`config.mk`:
```
export PLATFORM = sky130hd
export DESIGN_NAME = wbc_ctrl
export DESIGN_NICKNAME = d
export VERILOG_FILES = /design/src/rtl/wbc_pkg.sv /design/src/rtl/wbc_ctrl.sv
export SDC_FILE = /design/constraint.sdc
export NUM_CORES = 1
export LEC_CHECK = 0
export BUFFER_PORTS_ARGS = -buffer_cell sky130_fd_sc_hd__buf_2
export CAP_MARGIN = 10
export CELL_PAD_IN_SITES_DETAIL_PLACEMENT = 1
export CELL_PAD_IN_SITES_GLOBAL_PLACEMENT = 2
export CORE_UTILIZATION = 26
export DETAILED_ROUTE_END_ITERATION = 12
export PLACE_DENSITY = 0.86
export SYNTH_ARGS = -nofsm -noshare
export SYNTH_HDL_FRONTEND = slang
export SYNTH_SLANG_ARGS = --single-unit
```
`constraint.sdc`:
```
create_clock -name vclk -period 2.75
set_clock_uncertainty 0.2 [all_clocks]
set_input_delay 0.1375 -clock vclk [all_inputs]
set_output_delay 0.1375 -clock vclk [all_outputs]
set_load 0.01 [all_outputs]
```
`src/rtl/wbc_pkg.sv`:
```
package wbc_pkg;
  localparam int LEN_W  = 8;
  localparam int BEAT_W = LEN_W + 1;
  localparam int ERR_W  = 4;

  localparam int ERR_EARLY    = 0;
  localparam int ERR_MISSING  = 1;
  localparam int ERR_OVERRUN  = 2;
  localparam int ERR_OVERFLOW = 3;

  typedef struct packed {
    logic              push;
    logic              pop;
    logic [BEAT_W-1:0] beatNext;
    logic              provNext;
    logic              burstInc;
    logic [ERR_W-1:0]  errSet;
  } wbcStrobes_t;
endpackage

```
`src/rtl/wbc_ctrl.sv`:
```
module wbc_ctrl
  import wbc_pkg::*;
(
  input  logic              awFire,
  input  logic              wFire,
  input  logic              wLast,
  input  logic [LEN_W-1:0]  awLen,
  input  logic              qEmpty,
  input  logic              qFull,
  input  logic [LEN_W-1:0]  qHead,
  input  logic [BEAT_W-1:0] beatCnt,
  input  logic              provClosed,
  output wbcStrobes_t       st
);
  logic [BEAT_W-1:0] lenP1;
  logic [BEAT_W-1:0] headP1;
  logic [BEAT_W-1:0] beatInc;

  assign lenP1   = BEAT_W'(awLen) + BEAT_W'(1);
  assign headP1  = BEAT_W'(qHead) + BEAT_W'(1);
  assign beatInc = beatCnt + BEAT_W'(wFire);

  always_comb begin
    st          = '0;
    st.beatNext = beatCnt;
    st.provNext = provClosed;
    if (qEmpty) begin
      if (!provClosed) begin
        if (awFire) begin
          if (wFire && wLast) begin
            if (beatInc == lenP1)     st.burstInc = 1'b1;
            else if (beatInc < lenP1) st.errSet[ERR_EARLY] = 1'b1;
            else                      st.errSet[ERR_OVERRUN] = 1'b1;
            st.beatNext = '0;
          end else if (beatInc > lenP1) begin
            st.errSet[ERR_OVERRUN] = 1'b1;
            st.beatNext = '0;
          end else if (beatInc == lenP1) begin
            st.errSet[ERR_MISSING] = 1'b1;
            st.beatNext = '0;
          end else begin
            st.push     = 1'b1;
            st.beatNext = beatInc;
          end
        end else begin
          st.beatNext = beatInc;
          st.provNext = wFire && wLast;
        end
      end else begin
        if (awFire) begin
          if (beatCnt == lenP1)     st.burstInc = 1'b1;
          else if (beatCnt < lenP1) st.errSet[ERR_EARLY] = 1'b1;
          else                      st.errSet[ERR_OVERRUN] = 1'b1;
          st.beatNext = BEAT_W'(wFire);
          st.provNext = wFire && wLast;
        end else if (wFire) begin
          st.errSet[ERR_OVERRUN] = 1'b1;
        end
      end
    end else begin
      if (wFire) begin
        if (wLast) begin
          if (beatInc == headP1) st.burstInc = 1'b1;
          else                   st.errSet[ERR_EARLY] = 1'b1;
          st.pop      = 1'b1;
          st.beatNext = '0;
        end else if (beatInc == headP1) begin
          st.errSet[ERR_MISSING] = 1'b1;
          st.pop      = 1'b1;
          st.beatNext = '0;
        end else begin
          st.beatNext = beatInc;
        end
      end
      if (awFire) begin
        if (!qFull || st.pop) st.push = 1'b1;
        else                  st.errSet[ERR_OVERFLOW] = 1'b1;
      end
    end
  end
endmodule

```
# After elaboration in Yosys (flattened, before gate mapping)
# Cells that the tools add are included.
[op_classes]
n_addsub = 3
n_eq_ne = 3
n_lt_le_gt_ge = 3
muxes = 59
n_reduce_logical = 3
[ops]
columns = ["operator", "n"]
rows = [
  ["$mux W9", 6],
  ["$mux W1", 45],
  ["$mux W10", 3],
  ["$eq A9 B9 Y1", 3],
  ["$mux W11", 2],
  ["$add A8 B1 Y9 const B", 2],
  ["$lt A9 B9 Y1", 2],
  ["$add A9 B1 Y9", 1],
  ["$gt A9 B9 Y1", 1],
  ["$mux W2", 2],
  ["$mux W3", 1],
  ["$logic_and A1 B1 Y1", 1],
  ["$logic_not A1 Y1", 1],
  ["$logic_or A1 B1 Y1", 1],
]
[totals]
register_bits = 0
output_inout_bits = 17
inputBits = 31
wordCells = 71

# Depth between registers and ports, before layout
# Gate-level depths: netlist of run 1.
[logic_depth]
depth_word = 10
ltp_mapped = 11
mapped_depth_nobuf = 11

# Worst setup path after synthesis of run 1
# OpenSTA, ideal clock, no wires.
[synth_timing]
path_kind = "input port to output port"
startpoint = "input wFire"
endpoint = "output st[8] (netlist bit)"
required_ns = 2.413
stages = 11
path_buffers = 0
arrival_time_ns = 2.616
slack_ns = -0.203
cell_sequence = "ha_1 > ha_1 > xor2_1 > ha_1 > a21o_1 > maj3_1 > a21o_1 > o2111ai_1 > a31oi_1 > a2bb2oi_1 > o32ai_1"
[synth_rtl]
columns = ["item", "line", "rtl"]
rows = [
  ["start, declared", "wbc_ctrl.sv:5", "input logic wFire,"],
  ["end, declared", "wbc_ctrl.sv:13", "output wbcStrobes_t st"],
]

==> results of run 1 <==
per-layer routing:
metal | GRT usage [%] | wire (µm) | up-vias
met3 | 1.15 | 466 | 40
met1 | 29.8 | 3480 | 1221
met5 | 0 | 0 | -
li1 | - | - | 1114
met4 | 6.36 | 456 | 0
met2 | 47.2 | 4640 | 125
how the worst min path moves through the flow:
stage	end
CTS	st[3]
floorplan	st[8]
global placement	st[3]
detailed placement	st[3]
finish	st[3]
global route	st[3]
cells by family (layout without fill, tap and decap cells):
family / count (synthesis) / after routing
adder cells (fa/ha/maj): 15 / 15
XOR/XNOR: 27 / 27
buffers and inverters: 24 / 150
AND/OR/NAND/NOR: 92 / 92
AO/OA/AOI/OAI: 71 / 71
per-stage QoR:
step	hold WS (ns)	cells	utilization [%]
5_1_grt	0.403	427	51.9
6_report	0.390	427	51.9
4_1_cts	0.391	424	49.1
3_5_place_dp	0.388	405	42.1
3_3_place_gp	0.384	405	42.1
2_1_floorplan	0.143	229	-
repair_timing:
item	4_1_cts	5_1_grt
buffers inserted	20	3
gates resized for setup	50	24
cloned	0	0
endpoints found under the setup margin	16	15
pin swaps	34	14
critical path: stages:
cell	delay [ns]
buf_8	0.10
ha_4	0.17
ha_4	0.18
xor2_2	0.16
ha_1	0.33
a21o_1	0.18
maj3_2	0.31
a21o_1	0.22
o2111ai_4	0.26
a31oi_4	0.14
a2bb2oi_4	0.19
buf_6	0.16
o21ai_2	0.13
buf_2	0.17
power groups by stage:
stage | combinational (mW) | sequential [mW] | clock [mW]
floorplan | 0.223 | 0 | 0
global placement | 0.391 | 0 | 0
detailed placement | 0.404 | 0 | 0
CTS | 0.460 | 0 | 0
global route | 0.556 | 0 | 0
finish | 0.524 | 0 | 0
final cells by class:
class	instances	share of cell area [%]
multi-input cells	205	62.0
inverters	15	1.92
repair buffers	135	33.0
well taps	72	3.08
cells in the final DEF, fill, tap and decap left out, types with 3 or more instances in the layout:
master    synthesis  final
nand3_1          17     15
a21o_1            3      3
inv_1            15     15
o21ai_2           0      4
nor3_1           11      6
or3_1             4      3
buf_4             1     80
o21ai_0          20     14
xor2_1            9      7
ha_4              0      6
nand4_1           4      4
nor3_2            0      3
xnor2_1          18     16
nand2_1          18     17
buf_6             2     11
buf_2             1     42
nor2_1           17     14
nor2b_1           3      3
o21a_1            7      6
o22ai_1           4      3
o32ai_2           0      3
and2_1            3      3
a311oi_2          0      3
ha_1             13      7
==> metrics.txt, run 1 <==
worst-path fanout max 4; setup ws final -0.415 ns; Setup crit end kind output port; drt pass-1 iters 4; DRT Wirelength 9.05 mm; largest net degree at the start of global routing 15; post-synthesis adder-cell area fraction 11.8%; via count 2,500; synth top area cells ha_1, xnor2_1, o21ai_0; status complete, but fails checks; Hold Crit Class primary input to output port; fraction of layout cells with a size suffix above 1 54.4%; initial antenna violation count 0; RSZ-0062 raised after global routing true; Final min period 3.17 ns; failing checks negative setup slack; Slew HR 51.0%; Critical Path RT between 2 and 2.5 ns; Total Routing Usage GR 24.7%; # hold bufs at CTS 0; Seq cells 0; Power Internal 245 µW; die height 79.3 µm; Synth top area share a little over a tenth; peak supply drop 0.0743 mV; site row count 27; max cap viols 0; Port Buffer Count 48; area occupied by multi-input gates 1820 µm²; sequential power share 0%; Clock power frac 0%; Hold Crit Start qFull; cell area after layout 2930 µm²; Routed WL per cell 21.2 µm; clock buffers 0; Final Max Tran Viols 0; core box area 5640 µm²; GRT Residual Overflow 0; Seq/Total Area, Yosys 0%; Post-synth top cells o21ai_0, nand2_1, xnor2_1, nand3_1, nor2_1; initial drt markers 180; pwr/cell area 179 nW/µm²; Post-route DRC 0; Gate Count Post-Synth around 230; pre-CTS setup slack -0.502 ns; DP Area between 2000 and 2500 µm²; combinational share of power 100.0%; vias in the first global route between 2k and 2.5k; nets between 400 and 500; FF+latch area 0 µm²; mux contribution to synthesized area 0%; dominant cell type by area after synthesis ha_1; Critical Path End st[13]; # diodes 0; Worst EP arrival 2.83 ns; first-pass GRT wire length 12.2 mm; syn nets 273; Simple-Gate Fraction of Synth Area between 30 and 40%; post-DP HPWL 5.55 mm; NetSw 279 µW; f_max 0.316 GHz; io pins between 40 and 50; top-count cell post-synth o21ai_0; Sw Share 53.2%; Final Setup Violations 15; Worst Tran Pin Value 0.734 ns; Synthesis Warnings 0; Sum Neg Setup Slack -4.31 ns; Filler cells between 700 and 800; routability cong. 0.887; Final Hold Viols 0; die footprint 6290 µm²; power after layout about 520 µW; xor and xnor area share after synthesis around 15%; Startpoint Class primary input; main combinational cell family by area after synthesis compound AO/OA/AOI/OAI gates; leak pwr 1.27 nW; Starting Density 27.5%; compound-cell area share of the yosys netlist between 30% and 40%; antenna viol nets, final 0; Tcrit/Tclk final 115%; Vias/cell 5.85; Worst setup startpoint wFire; WS Path Type primary input to output port; Area growth syn-to-layout 88.5%; syn avg cell area 6.78 µm²; Mapped Area 1550 µm²; Die Width 79.3 µm; Worst Hold Path Cells 4; Cell variety after synth 54
(Power assumes the default switching activity.)
==> run 2, diff against run 1 <==
--- a/config.mk
+++ b/config.mk
@@ -9,6 +9,7 @@
 export CAP_MARGIN = 10
 export CELL_PAD_IN_SITES_DETAIL_PLACEMENT = 1
 export CELL_PAD_IN_SITES_GLOBAL_PLACEMENT = 2
+export CORE_ASPECT_RATIO = 1.4
 export CORE_UTILIZATION = 26
 export DETAILED_ROUTE_END_ITERATION = 12
 export PLACE_DENSITY = 0.86
==> metrics.txt, run 2 (synthesis results as in run 1) <==
status complete, but fails checks; failing checks negative setup slack; post-DP HPWL 5.70 mm; largest net degree at the start of global routing 15; via count 2,347; area occupied by multi-input gates 1860 µm²; Slew HR a little over half; pre-CTS setup slack -0.534 ns; Final Hold Viols 0; # hold bufs at CTS 0; Worst Tran Pin Value 0.702 ns; family with the most delay on the worst path compound AO/OA/AOI/OAI gates; pwr/cell area 180 nW/µm²; routability cong. roughly 0.85; Startpoint Class primary input; power after layout roughly 520 µW; commonest non-fill, non-tap cells in the layout buf_4, buf_2, nand2_1; Final Setup Violations 15; slowest CP cell ha_1; fraction of layout cells with a size suffix above 1 56.8%; die footprint 6290 µm²; Sum Neg Setup Slack -3.61 ns; clock buffers 0; Seq cells 0; DRT Wirelength 8.11 mm; Critical Path RT 2.41 ns; worst path buffer plus inverter count 3; max cap viols 0; most common cell after layout, fill and taps aside buf_4; Worst EP arrival 2.75 ns; nets 391; cell area after layout 2900 µm²; f_max 0.324 GHz; Filler cells between 700 and 800; largest stage delay on the critical path 0.34 ns; Tcrit/Tclk final 112%; Area growth syn-to-layout 87.0%; FF+latch area 0 µm²; initial antenna violation count 0; initial drt markers 84; Total Routing Usage GR 22.6%; Final min period 3.09 ns; Cells after DPL 401; RSZ-0062 raised after global routing true; Hold Crit Class primary input to output port; drt pass-1 iters 4; leak pwr 1.27 nW; Vias/cell roughly 5.7; core box area 5650 µm²; first-pass GRT wire length 11.0 mm; worst-path fanout max 4; GRT Residual Overflow 0; Die Width 67.3 µm; Starting Density between 20% and 30%; Routed WL per cell 19.6 µm; Final Max Tran Viols 0; antenna viol nets, final 0; Cell Count, Final, Fillers Out roughly 410; WS Path Type primary input to output port; Setup crit end kind output port; Post-route DRC 0; site row count 32; io pins 48; Port Buffer Count between 40 and 50; critical path cell sequence buf_8 -> ha_4 -> ha_4 -> nand3_1 -> xnor2_2 -> ha_1 -> nand3_1 -> nor3_4 -> o2111ai_4 -> a31oi_4 -> a2bb2oi_4 -> buf_6 -> o21ai_2 -> buf_2; vias in the first global route 2,331; setup ws final -0.341 ns; die height 93.4 µm; peak supply drop roughly 0.066 mV; # diodes 0; DP Area 2380 µm²
## run 2: cell types whose count changed in the layout (fill, tap and decap cells not counted), moves of 2 or more
cell / previous run / this run
a211oi_2: 0 / 3
buf_4: 80 / 66
xnor2_2: 2 / 4
xnor2_1: 16 / 14
nor2_2: 2 / 4
buf_2: 42 / 44
a211oi_1: 2 / 0
o21ai_2: 4 / 6
## run 2: worst paths after layout
path	slack [ns]	cells after the start	end	startpoint
hold / removal	0.41	4	st[3]	qFull
setup / recovery	-0.34	14	st[7]	beatCnt[0]
## run 2: per-layer routing
layer  up-vias  wire length, µm  GRT usage (%)
li1       1101                -              -
met1      1125             3070           23.2
met2        92             4310           44.7
met3        29              310          0.854
met4         0              425           9.75
met5         -                0              0
## run 2: layout make-up
class / count / share of cell area [%]
Tap cell: 68 / 2.93
Multi-Input combinational cell: 205 / 64.1
Inverter: 15 / 1.94
Timing Repair Buffer: 125 / 31.0
## run 2: timing repair
action	in CTS	in global routing
gates cloned	0	0
endpoints found under the hold margin	0	0
buffers inserted	6	6
resized for setup	55	33
setup endpoints to repair	16	16
pin swaps	37	24
## run 2: stage by stage
step	util, %	hold slack (ns)
after floorplan	-	0.143
after global placement	42.2	0.390
after detailed placement	42.2	0.399
after CTS	47.8	0.399
after global routing	51.4	0.448
final	51.4	0.407
## run 2: tightest hold or removal path, cell delays in order
cell and delay (ns):
buf_2 0.10, nand2_1 0.07, nor3_2 0.03, buf_2 0.13
## run 2: report_power, final
| group | internal [mW] | total [mW] | switching [mW] | leakage, nW |
|---|---|---|---|---|
| sequential | 0 | 0 | 0 | 0 |
| clock | 0 | 0 | 0 | 0 |
| combinational | 0.251 | 0.523 | 0.273 | 1.27 |
| total | 0.251 | 0.523 | 0.273 | 1.27 |
